===== src/rtl/amt_pkg.sv =====
package amt_pkg;
  typedef enum logic [2:0] {
    ST_IDLE  = 3'd0,
    ST_SETUP = 3'd1,
    ST_HOLD  = 3'd2,
    ST_DATA  = 3'd3,
    ST_TURN  = 3'd4,
    ST_DONE  = 3'd5
  } amt_state_e;

  function automatic int unsigned amt_max(int unsigned a, int unsigned b);
    return (a > b) ? a : b;
  endfunction
endpackage


===== src/rtl/amt_cfg_reg.sv =====
module amt_cfg_reg #(
  parameter int unsigned        TW      = 32,
  parameter logic [TW-1:0]      RST_VAL = '1
) (
  input  logic          clk_i,
  input  logic          rst_ni,
  input  logic          we_i,
  input  logic [TW-1:0] wdata_i,
  output logic [TW-1:0] q_o
);
  always_ff @(posedge clk_i or negedge rst_ni) begin
    if (!rst_ni)   q_o <= RST_VAL;
    else if (we_i) q_o <= wdata_i;
  end
endmodule


===== src/rtl/amt_field_dec.sv =====
module amt_field_dec #(
  parameter int unsigned TW     = 32,
  parameter int unsigned AS_LSB = 0,
  parameter int unsigned AS_W   = 4,
  parameter int unsigned AH_LSB = 4,
  parameter int unsigned AH_W   = 4,
  parameter int unsigned DS_LSB = 8,
  parameter int unsigned DS_W   = 8,
  parameter int unsigned BT_LSB = 16,
  parameter int unsigned BT_W   = 4,
  parameter int unsigned MD_LSB = 28,
  parameter int unsigned MD_W   = 2,
  parameter int unsigned CNT_W  = 8
) (
  input  logic [TW-1:0]    word_i,
  input  logic             ext_en_i,
  output logic [CNT_W-1:0] as_ld_o,
  output logic [CNT_W-1:0] ah_ld_o,
  output logic [CNT_W-1:0] ds_ld_o,
  output logic [CNT_W-1:0] bt_ld_o,
  output logic [MD_W-1:0]  mode_o
);
  localparam logic [TW-1:0] USED_MASK =
      (((TW'(1) << AS_W) - TW'(1)) << AS_LSB) |
      (((TW'(1) << AH_W) - TW'(1)) << AH_LSB) |
      (((TW'(1) << DS_W) - TW'(1)) << DS_LSB) |
      (((TW'(1) << BT_W) - TW'(1)) << BT_LSB) |
      (((TW'(1) << MD_W) - TW'(1)) << MD_LSB);
  localparam logic [CNT_W-1:0] ONE = CNT_W'(1);

  logic [AS_W-1:0] as_raw;
  logic [AH_W-1:0] ah_raw;
  logic [DS_W-1:0] ds_raw;
  logic [BT_W-1:0] bt_raw;
  logic            unused_bits;

  assign as_raw = word_i[AS_LSB +: AS_W];
  assign ah_raw = word_i[AH_LSB +: AH_W];
  assign ds_raw = word_i[DS_LSB +: DS_W];
  assign bt_raw = word_i[BT_LSB +: BT_W];
  assign unused_bits = ^(word_i & ~USED_MASK);

  // counter loads are cycles-1; reserved code 0 promoted to 1 (2 cycles)
  assign as_ld_o = CNT_W'(as_raw);
  assign bt_ld_o = CNT_W'(bt_raw);
  assign ah_ld_o = (ah_raw == '0) ? ONE : CNT_W'(ah_raw);
  assign ds_ld_o = (ds_raw == '0) ? ONE : CNT_W'(ds_raw);

  generate
    if (MD_W > 0) begin : g_mode
      assign mode_o = ext_en_i ? word_i[MD_LSB +: MD_W] : '0;
    end
  endgenerate
endmodule


===== src/rtl/amt_fsm.sv =====
module amt_fsm
  import amt_pkg::*;
#(
  parameter int unsigned CNT_W = 8
) (
  input  logic             clk_i,
  input  logic             rst_ni,
  input  logic             start_i,
  input  logic             rd_i,
  input  logic             mux_i,
  input  logic [CNT_W-1:0] as_ld_i,
  input  logic [CNT_W-1:0] ah_ld_i,
  input  logic [CNT_W-1:0] ds_ld_i,
  input  logic [CNT_W-1:0] bt_ld_i,
  output amt_state_e       state_o,
  output logic             rd_o,
  output logic             mux_o,
  output logic             accept_o
);
  amt_state_e       state_q, state_d;
  logic [CNT_W-1:0] cnt_q, cnt_d;
  logic [CNT_W-1:0] ah_q, ds_q, bt_q;
  logic             rd_q, mux_q;
  logic             last;

  assign accept_o = (state_q == ST_IDLE) && start_i;
  assign last     = (cnt_q == '0);
  assign state_o  = state_q;
  assign rd_o     = rd_q;
  assign mux_o    = mux_q;

  always_comb begin
    state_d = state_q;
    cnt_d   = cnt_q - CNT_W'(1);
    unique case (state_q)
      ST_IDLE: begin
        cnt_d = cnt_q;
        if (start_i) begin
          state_d = ST_SETUP;
          cnt_d   = as_ld_i;
        end
      end
      ST_SETUP: if (last) begin
        state_d = mux_q ? ST_HOLD : ST_DATA;
        cnt_d   = mux_q ? ah_q : ds_q;
      end
      ST_HOLD: if (last) begin
        state_d = ST_DATA;
        cnt_d   = ds_q;
      end
      ST_DATA: if (last) begin
        state_d = (rd_q && mux_q) ? ST_TURN : ST_DONE;
        cnt_d   = (rd_q && mux_q) ? bt_q : '0;
      end
      ST_TURN: if (last) begin
        state_d = ST_DONE;
        cnt_d   = '0;
      end
      ST_DONE: begin
        state_d = ST_IDLE;
        cnt_d   = '0;
      end
      default: begin
        state_d = ST_IDLE;
        cnt_d   = '0;
      end
    endcase
  end

  always_ff @(posedge clk_i or negedge rst_ni) begin
    if (!rst_ni) begin
      state_q <= ST_IDLE;
      cnt_q   <= '0;
    end else begin
      state_q <= state_d;
      cnt_q   <= cnt_d;
    end
  end

  // snapshot of the access parameters at acceptance
  always_ff @(posedge clk_i or negedge rst_ni) begin
    if (!rst_ni) begin
      ah_q  <= '0;
      ds_q  <= '0;
      bt_q  <= '0;
      rd_q  <= 1'b0;
      mux_q <= 1'b0;
    end else if (accept_o) begin
      ah_q  <= ah_ld_i;
      ds_q  <= ds_ld_i;
      bt_q  <= bt_ld_i;
      rd_q  <= rd_i;
      mux_q <= mux_i;
    end
  end
endmodule


===== src/rtl/amt_out_dec.sv =====
module amt_out_dec
  import amt_pkg::*;
(
  input  amt_state_e state_i,
  input  logic       rd_i,
  input  logic       mux_i,
  output logic       cs_n_o,
  output logic       oe_n_o,
  output logic       we_n_o,
  output logic       ale_n_o,
  output logic       done_o
);
  logic in_data;

  assign in_data = (state_i == ST_DATA);
  assign cs_n_o  = !((state_i == ST_SETUP) || (state_i == ST_HOLD) || in_data);
  assign ale_n_o = !((state_i == ST_SETUP) && mux_i);
  assign oe_n_o  = !(in_data && rd_i);
  assign we_n_o  = !(in_data && !rd_i);
  assign done_o  = (state_i == ST_DONE);
endmodule


===== src/rtl/amt_seq.sv =====
module amt_seq
  import amt_pkg::*;
#(
  parameter int unsigned   TW        = 32,
  parameter logic [TW-1:0] TIMING_RST = 32'h0FFF_FFFF,
  parameter int unsigned   AS_LSB    = 0,
  parameter int unsigned   AS_W      = 4,
  parameter int unsigned   AH_LSB    = 4,
  parameter int unsigned   AH_W      = 4,
  parameter int unsigned   DS_LSB    = 8,
  parameter int unsigned   DS_W      = 8,
  parameter int unsigned   BT_LSB    = 16,
  parameter int unsigned   BT_W      = 4,
  parameter int unsigned   MD_LSB    = 28,
  parameter int unsigned   MD_W      = 2
) (
  input  logic            clk_i,
  input  logic            rst_ni,
  input  logic            cfg_we_i,
  input  logic [TW-1:0]   cfg_wdata_i,
  input  logic            start_i,
  input  logic            rd_i,
  input  logic            mux_i,
  input  logic            ext_en_i,
  output logic            done_o,
  output logic [MD_W-1:0] mode_o,
  output logic            cs_n_o,
  output logic            oe_n_o,
  output logic            we_n_o,
  output logic            ale_n_o
);
  localparam int unsigned CNT_W = amt_max(amt_max(AS_W, AH_W), amt_max(DS_W, BT_W));

  logic [TW-1:0]    word;
  logic [CNT_W-1:0] as_ld, ah_ld, ds_ld, bt_ld;
  logic [MD_W-1:0]  mode_d, mode_q;
  amt_state_e       state;
  logic             rd_s, mux_s, accept;

  amt_cfg_reg #(.TW(TW), .RST_VAL(TIMING_RST)) u_cfg (
    .clk_i   (clk_i),
    .rst_ni  (rst_ni),
    .we_i    (cfg_we_i),
    .wdata_i (cfg_wdata_i),
    .q_o     (word)
  );

  amt_field_dec #(
    .TW(TW), .AS_LSB(AS_LSB), .AS_W(AS_W), .AH_LSB(AH_LSB), .AH_W(AH_W),
    .DS_LSB(DS_LSB), .DS_W(DS_W), .BT_LSB(BT_LSB), .BT_W(BT_W),
    .MD_LSB(MD_LSB), .MD_W(MD_W), .CNT_W(CNT_W)
  ) u_dec (
    .word_i   (word),
    .ext_en_i (ext_en_i),
    .as_ld_o  (as_ld),
    .ah_ld_o  (ah_ld),
    .ds_ld_o  (ds_ld),
    .bt_ld_o  (bt_ld),
    .mode_o   (mode_d)
  );

  amt_fsm #(.CNT_W(CNT_W)) u_fsm (
    .clk_i    (clk_i),
    .rst_ni   (rst_ni),
    .start_i  (start_i),
    .rd_i     (rd_i),
    .mux_i    (mux_i),
    .as_ld_i  (as_ld),
    .ah_ld_i  (ah_ld),
    .ds_ld_i  (ds_ld),
    .bt_ld_i  (bt_ld),
    .state_o  (state),
    .rd_o     (rd_s),
    .mux_o    (mux_s),
    .accept_o (accept)
  );

  always_ff @(posedge clk_i or negedge rst_ni) begin
    if (!rst_ni)     mode_q <= '0;
    else if (accept) mode_q <= mode_d;
  end
  assign mode_o = mode_q;

  amt_out_dec u_out (
    .state_i (state),
    .rd_i    (rd_s),
    .mux_i   (mux_s),
    .cs_n_o  (cs_n_o),
    .oe_n_o  (oe_n_o),
    .we_n_o  (we_n_o),
    .ale_n_o (ale_n_o),
    .done_o  (done_o)
  );
endmodule


===== config.mk =====
export PLATFORM = sky130hd
export DESIGN_NAME = amt_seq
export DESIGN_NICKNAME = d
export VERILOG_FILES = /design/src/rtl/amt_pkg.sv /design/src/rtl/amt_cfg_reg.sv /design/src/rtl/amt_field_dec.sv /design/src/rtl/amt_fsm.sv /design/src/rtl/amt_out_dec.sv /design/src/rtl/amt_seq.sv
export SDC_FILE = /design/constraint.sdc
export NUM_CORES = 1
export LEC_CHECK = 0
export BUFFER_PORTS_ARGS = -buffer_cell sky130_fd_sc_hd__clkbuf_2
export CORE_MARGIN = 5
export CORE_UTILIZATION = 30
export DETAILED_ROUTE_END_ITERATION = 6
export SLEW_MARGIN = 15
export SYNTH_ARGS = -nofsm -noshare
export SYNTH_HDL_FRONTEND = slang
export SYNTH_HIERARCHICAL = 1
export SYNTH_SLANG_ARGS = --single-unit

===== constraint.sdc =====
create_clock -name clk_i -period 1.9 [get_ports clk_i]
set_input_delay 0.38 -clock clk_i [delete_from_list [all_inputs] [get_ports clk_i]]
set_output_delay 0.38 -clock clk_i [all_outputs]
set_load 0.02 [all_outputs]

Word-level counts from Yosys, hierarchy flattened
Cells that the tools add are included.
{"block": "classes", "addsub": 1, "mul": 0, "div": 0, "magnitude_cmp": 0, "n_eq_ne": 10, "shift": 0, "n_mux": 19, "n_bitwise": 0, "reduce_logical": 17}
{"operator": "$mux W8", "n": 7}
{"operator": "$pmux W8 S5", "n": 1}
{"operator": "$logic_not A8 Y1", "n": 2}
{"operator": "$mux W3", "n": 5}
{"operator": "$pmux W3 S5", "n": 1}
{"operator": "$mux W4", "n": 2}
{"operator": "$sub A8 B1 Y8 const B", "n": 1}
{"operator": "$eq A3 B2 Y1 const B", "n": 2}
{"operator": "$eq A3 B3 Y1 const B", "n": 2}
{"operator": "$ne A2 B1 Y1 const B", "n": 3}
{"operator": "$logic_and A1 B1 Y1", "n": 5}
{"operator": "$logic_not A1 Y1", "n": 5}
{"operator": "$reduce_and A5 Y1", "n": 1}
{"operator": "$logic_not A4 Y1", "n": 1}
{"operator": "$ne A2 B2 Y1 const B", "n": 2}
{"operator": "$eq A3 B1 Y1 const B", "n": 1}
{"operator": "$logic_not A3 Y1", "n": 1}
{"operator": "$logic_or A1 B1 Y1", "n": 2}
{"operator": "$mux W1", "n": 2}
{"operator": "$mux W2", "n": 1}
{"block": "word_totals", "reg_bits": 65, "latchBits": 0, "ramBits": 0, "mem_bits_ro": 0, "out_inout_bits": 7, "elab_cells": 56, "mem_count": 0}

Depth between registers and ports, before layout
Gate-level depths: netlist of the first run.
{"block": "logic_depth", "ltp_word": 4, "mapped_depth": 7, "depth_no_buf": 6}

By module
The synthesis of the first run kept the hierarchy.
{"mod": "amt_fsm", "instances": 1, "cells_per_inst": 190, "area_per_inst_um2": 2138.3, "seq_area_each_um2": 925.9}
{"mod": "amt_cfg_reg", "instances": 1, "cells_per_inst": 68, "area_per_inst_um2": 1380.1, "seq_area_each_um2": 835.8}
{"mod": "amt_field_dec", "instances": 1, "cells_per_inst": 38, "area_per_inst_um2": 240.2, "seq_area_each_um2": 0.0}
{"mod": "amt_seq", "instances": 1, "cells_per_inst": 4, "area_per_inst_um2": 72.6, "seq_area_each_um2": 50.0}
{"mod": "amt_out_dec", "instances": 1, "cells_per_inst": 5, "area_per_inst_um2": 47.5, "seq_area_each_um2": 0.0}

Least setup slack after synthesis of the first run
No wires, ideal clock.
{"block": "synth_timing", "path_kind": "reg-to-reg", "start": "register u_fsm.state_q[1], in the netlist u_fsm/state_o[1]", "end": "register mode_q[0], in the netlist mode_o[0]", "setup_time_ns": 0.125, "arrival_ns": 1.709, "setup_slack_ns": 0.066, "stages_incl_launch_ff": 7, "path_buffers": 3, "period_less_slack_ns": 1.834, "cell_sequence": "dfrtp_1 -> buf_2 -> nor3_1 -> and2_1 -> buf_2 -> buf_2 -> mux2_2"}
{"block": "synth_via", "elab_chain_cells": 2}
{"element": "start, declared", "line": "amt_fsm.sv:20", "rtl": "amt_state_e state_q, state_d;"}
{"element": "start signal, assigned", "line": "amt_fsm.sv:75", "rtl": "state_q <= state_d;"}
{"element": "$logic_not A3 Y1", "line": "amt_fsm.sv:26", "rtl": "assign accept_o = (state_q == ST_IDLE) && start_i;"}
{"element": "$logic_and A1 B1 Y1", "line": "amt_fsm.sv:26"}
{"element": "net accept", "line": "amt_seq.sv:38", "rtl": "logic rd_s, mux_s, accept;"}
{"element": "end signal, assigned", "line": "amt_seq.sv:80", "rtl": "else if (accept) mode_q <= mode_d;"}
{"element": "end, declared", "line": "amt_seq.sv:36", "rtl": "logic [MD_W-1:0] mode_d, mode_q;"}
The timed path passes the listed nets, and every way through them passes these cells.
A chain may end at the register's enable or synchronous reset.

Final worst setup path of the first run
{"block": "layout_timing", "start": "register u_fsm.cnt_q[0]", "end": "register u_fsm.cnt_q[6]"}
{"block": "layout_via", "elab_chain_cells": 3, "elab_cells_between_ends": 7, "cone_classes": "1 x add/sub; 5 x mux; 1 x reduce/logical"}
{"element": "start, declared", "line": "amt_fsm.sv:21", "rtl": "logic [CNT_W-1:0] cnt_q, cnt_d;"}
{"element": "start signal, assigned", "line": "amt_fsm.sv:76", "rtl": "cnt_q <= cnt_d;"}
{"element": "$sub A8 B1 Y8 or $logic_not A8 Y1 (tied branches)", "line": "amt_fsm.sv:34, amt_fsm.sv:27"}
{"element": "$mux W8, on equally long branches"}
{"element": "$pmux W8 S5 *", "line": "amt_fsm.sv:35", "rtl": "unique case (state_q)"}
Every way passes the cells marked *; elsewhere a longest branch is shown, timed or not.

==> results of run 1 <==
==> cell type report <==
class | instances | area, um^2
fillers | 1119 | 7250
multi-input cells | 182 | 1650
flip-flops and latches | 61 | 1550
repair buffers | 65 | 438
clock buffers | 10 | 239
well taps | 143 | 179
clock inverters | 6 | 46.3
inverters | 4 | 15.0
==> metal layers <==
layer  part of all wire (%)  vias up
li1                       -     1086
met1                     46     1131
met2                     49       38
met3                    3.4       11
met4                    1.8        0
met5                      0        -
==> final timing paths <==
check,startpoint,endpoint,slack (ps),cells past startpoint
setup reg to reg,u_fsm/cnt_q[0],u_fsm/cnt_q[6],30,6
hold reg to reg,u_fsm/bt_q[7],u_fsm/bt_q[7],490,1
hold / removal,rst_ni,u_fsm/ah_q[1],50,2
min in group clk_i,rd_i,u_fsm/rd_o,270,2
max in group asynchronous,rst_ni,u_cfg/q_o[0],1520,2
setup / recovery,u_fsm/cnt_q[0],u_fsm/cnt_q[6],30,6
==> power breakdown <==
group / internal (mW) / switching (mW)
clock: 0.926 / 0.613
combinational: 0.572 / 0.463
sequential: 1.49 / 0.211
total: 2.99 / 1.29
==> placed cells by master (no fill, tap or decap), types with 3 or more instances in the layout <==
cell type and count:
a21oi_1 6, a2bb2oi_1 7, a31oi_1 3, and2_1 4, buf_12 3, buf_4 27, clkbuf_16 9, clkbuf_2 35
conb_1 12, dfrtp_1 39, dfstp_2 20, inv_1 3, mux2_1 25, mux2_2 3, mux2_4 21, mux2i_1 12
nand2_1 8, nand2b_1 4, nor2_1 3, nor3_1 5, nor3b_1 3, o21ai_1 3, o31ai_1 6
==> per-stage QoR <==
stage	setup TNS, ps	cells	utilization, %	worst slack, ps	instance area, um^2
floorplan	0	296	-	66.2	3510
global placement	0	454	33.4	31.7	3790
detailed placement	-16.1	454	33.4	-16.1	3790
CTS	0	470	35.9	1.50	4090
global route	-39.8	471	36.2	-16.3	4120
finish	0	471	36.2	33.6	4120
==> state kept, by name, indices dropped and copies added, names as in the netlist <==
register       count
u_fsm/cnt_q        8
u_cfg/q_o         22
u_fsm/ds_q         8
u_fsm/mux_o        1
u_fsm/state_o      3
u_fsm/bt_q         8
u_fsm/ah_q         8
mode_o             2
u_fsm/rd_o         1
==> worst register-to-register path, cell delays in order, from the launching register on <==
cell	delay, ps
dfrtp_1	370
inv_1	120
ha_4	170
or4b_4	510
a311oi_2	270
o22a_1	220
o41ai_2	90
==> repair_timing <==
item,in CTS,in global routing
cloned,0,0
pin swaps,0,2
gates resized for setup,2,8
endpoints found under the setup margin,3,13
hold buffers,0,0
buffers inserted,0,1
==> flow_summary.ini, run 1 <==
[synth]
syn_inst = 285
yosys_warnings = 6
syn_area_per_cell_um2 = 12.2
synth_area_mm2 = 0.00347

[sta]
timing.fmax_mhz = 536
drv_slew = 0
final-hold-violation-count = 0
finalSetupViolCount = 0
hold_slack_ps = 50.7
finalCritPeriodShare_pct = 98.2
period_needed_ps = 1870
skew_ps = 5.25

[critical_path]
critical_path_class = flip-flop to flip-flop
critPathTopFamily = compound AO/OA/AOI/OAI gates
cp-start-kind = flip-flop
cp_data_required_time_ps = 2110
slowest_stage = or4b_4
crit_path_max_fanout = 5
path_cells = inv_1 > ha_4 > or4b_4 > a311oi_2 > o22a_1 > o41ai_2
critPathMaxStageDelay_ps = 510
cp.arrival_ps = 2080
end_kind = flip-flop
critPathBufInv = 1

[cts]
clock_sinks = 61
cts_tree = built
worstSkewPairLatency_ps = 330
clk_pin_slew_ps = 60
cts_root_buffer = clkbuf_16
cts_buffer_depth = 2
cts_buffers = 9
htreeDepth = 3

[place]
hpwl_um = 5130
gp_congestion = 0.860
io_buffers = 35

[status]
outcome = completed

[floorplanning]
die_h_um = 118
ios = 46
die_area_mm2 = 0.0138
core_area_mm2 = 0.0114
core.rowCount = 39
die_width_um = 118
initial_utilization_pct = 30.5

[detailed_routing]
drc = 0
route.vias.total = 2266
first_iter_violations = 73
wl_per_cell_um = 15.1
drt_first_pass_iters = 4
routed_via_density = 4.81
detail-route-antenna-nets = 0
totalWireLength_um = 7130

[final_layout]
drive_gt1_share_pct = 42.7
antenna_cells = 0
syn_to_final_growth_pct = 18.7
nets = 364

[global_routing]
grt_pass1_vias = 2350
overflow = 0
use_met1_pct = 14.0
grt_max_degree = 62
global_route.usage.met2_pct = 17.0
use_met3_pct = 2.69
antenna_found_initial = 0
busiest_layer = met2
grt_use_total_pct = 10.7
grt_pass1_wl_um = 12200

[power]
peakVddDrop_v = 0.000605
power_mw = 4.28
p_leak_nw = 1.90
powerDensity_mw_per_mm2 = 1040

[min_path]
hold_class = input port to async pin

[job]
cap_violations = 0
Power figures use the tool's default switching activity.
==> run 2: changes to the inputs <==
CORE_UTILIZATION = 40   (was 30)
SKIP_LAST_GASP = 1   (was not set)
==> flow_summary.ini, run 2 (synthesis results as in run 1) <==
[status]
outcome = completed

[floorplanning]
die_area_mm2 = 0.0106
die_width_um = 103
core_area_mm2 = 0.00859
initial_utilization_pct = 40.4
die_h_um = 103
ios = 46
core.rowCount = 34

[cts]
cts_buffers = 9
cts_tree = built
clock_sinks = 61
cts_hold_buffers = 0
htreeDepth = 3
clk_pin_slew_ps = 70
worstSkewPairLatency_ps = 340
cts_buffer_depth = 2
cts_root_buffer = clkbuf_8

[detailed_routing]
wl_per_cell_um = 15.9
route.vias.total = 2287
routed_via_density = 5.27
totalWireLength_um = 6880
drt_first_pass_iters = 4
first_iter_violations = 96
drc = 0
detail-route-antenna-nets = 0

[critical_path]
critPathMaxStageDelay_ps = 620
reg2reg_to = u_fsm/cnt_q[5]
path_cells = buf_4 > or4_1 > o211a_1 > o31ai_1 > o311ai_1
crit_path_max_fanout = 6
critical_path_class = flip-flop to flip-flop
r2r_start = u_fsm/cnt_q[0]
cp-start-kind = flip-flop
cp_data_required_time_ps = 2100
reg2reg_depth = 5
cp.arrival_ps = 2050
critPathCapture = u_fsm/cnt_q[5]
slowest_stage = or4_1
r2r_slack_ps = 50
startpoint = u_fsm/cnt_q[0]
end_kind = flip-flop

[global_routing]
grt_pass1_vias = 2292
grt_use_total_pct = 14.3
grt_max_degree = 62
overflow = 0
grt_pass1_wl_um = 11600
antenna_found_initial = 0

[min_path]
hold_class = input port to async pin

[power]
p_switching_mw = 1.16
combPwrFrac_pct = 26.1
peakVddDrop_v = 0.000574
swShare_pct = 29.6
power.internal_mw = 2.77
pwr-share-seq_pct = 43.1
p_leak_nw = 1.86
clkPwrFrac_pct = 30.8
powerDensity_mw_per_mm2 = 993
power_mw = 3.94

[sta]
final-hold-violation-count = 0
finalCritPeriodShare_pct = 97.3
finalSetupViolCount = 0
skew_ps = 5.72
period_needed_ps = 1850
timing.fmax_mhz = 541
rsz0062_at_grt = true
drv_slew = 0
hold_slack_ps = 47.9

[place]
gp_congestion = 0.857
hpwl_um = 5040
io_buffers = 35

[final_layout]
syn_to_final_growth_pct = 14.2
final_util_pct = 46.1
nets = 362
drive_gt1_share_pct = 40.8
layout.cells.most_common = dfrtp_1
antenna_cells = 0
largest_reg_flops = 22
top_register = u_cfg/q_o
mostFrequentLayoutCells = dfrtp_1 (40), clkbuf_2 (35), buf_4 (25), mux2_1 (25), mux2_4 (21)

[job]
cap_violations = 0
run 2: cell count changes in the layout (fill, tap and decap cells not counted), sizes merged:
cell and change:
clkinvlp -1, clkinv -1, inv -2, bufinv +1, clkbuf +3, buf -2
run 2: timing repair:
action / CTS / global route
endpoints found under the hold margin: 0 / 0
setup endpoints to repair: 6 / 3
setup buffers: 1 / 0
resized for setup: 2 / 2
run 2: area by class of cell:
class / instances / area, um^2
clock buffer: 13 / 169
clock inverter: 3 / 42.5
fill: 824 / 4630
inverter: 4 / 15.0
multi-input combinational: 182 / 1630
sequential: 61 / 1550
tap: 108 / 135
timing repair buffer: 63 / 423
run 2: power groups by stage:
stage                     clock [mW]  combinational [mW]  sequential (mW)
after floorplan                    0               0.834             1.63
after global placement             0               0.999             1.71
after detailed placement           0                1.02             1.72
after CTS                       1.24                1.02             1.70
after global routing            1.31                1.12             1.72
final                           1.21                1.03             1.70
run 2: worst max-delay path: cells and delay by family (launching register included):
kind | cells | cell delay, ps
AND/OR/NAND/NOR | 1 | 620
AO/OA/AOI/OAI | 3 | 570
flip-flops | 1 | 370
buffers and inverters | 1 | 160
run 2: how the worst min path moves through the flow:
stage / endpoint / slack, ps / cells after the start
after floorplan: mode_o[0] / 80 / 0
after global routing: u_fsm/bt_q[7] / 70 / 2
after detailed placement: u_fsm/ds_q[6] / 420 / 2
final: u_fsm/bt_q[7] / 50 / 2
after global placement: u_fsm/ah_q[6] / 420 / 2
after CTS: u_fsm/bt_q[7] / 50 / 2
run 2: per-stage QoR:
step | setup slack [ps] | cells | TNS, ps | instance area, um^2
2_1_floorplan | 66.2 | 296 | 0 | 3510
3_3_place_gp | 54.1 | 417 | 0 | 3730
3_5_place_dp | 36.1 | 417 | 0 | 3730
4_1_cts | 31.9 | 434 | 0 | 3960
5_1_grt | -15.0 | 434 | -25.6 | 3970
6_report | 51.9 | 434 | 0 | 3970
run 2: metal layers:
metal / GRT usage, % / wire (um) / vias to the layer above
met5: 0 / 0 / -
met2: 23.0 / 3410 / 40
met4: 5.48 / 129 / 0
met1: 18.6 / 3080 / 1148
li1: - / - / 1089
met3: 3.65 / 259 / 10
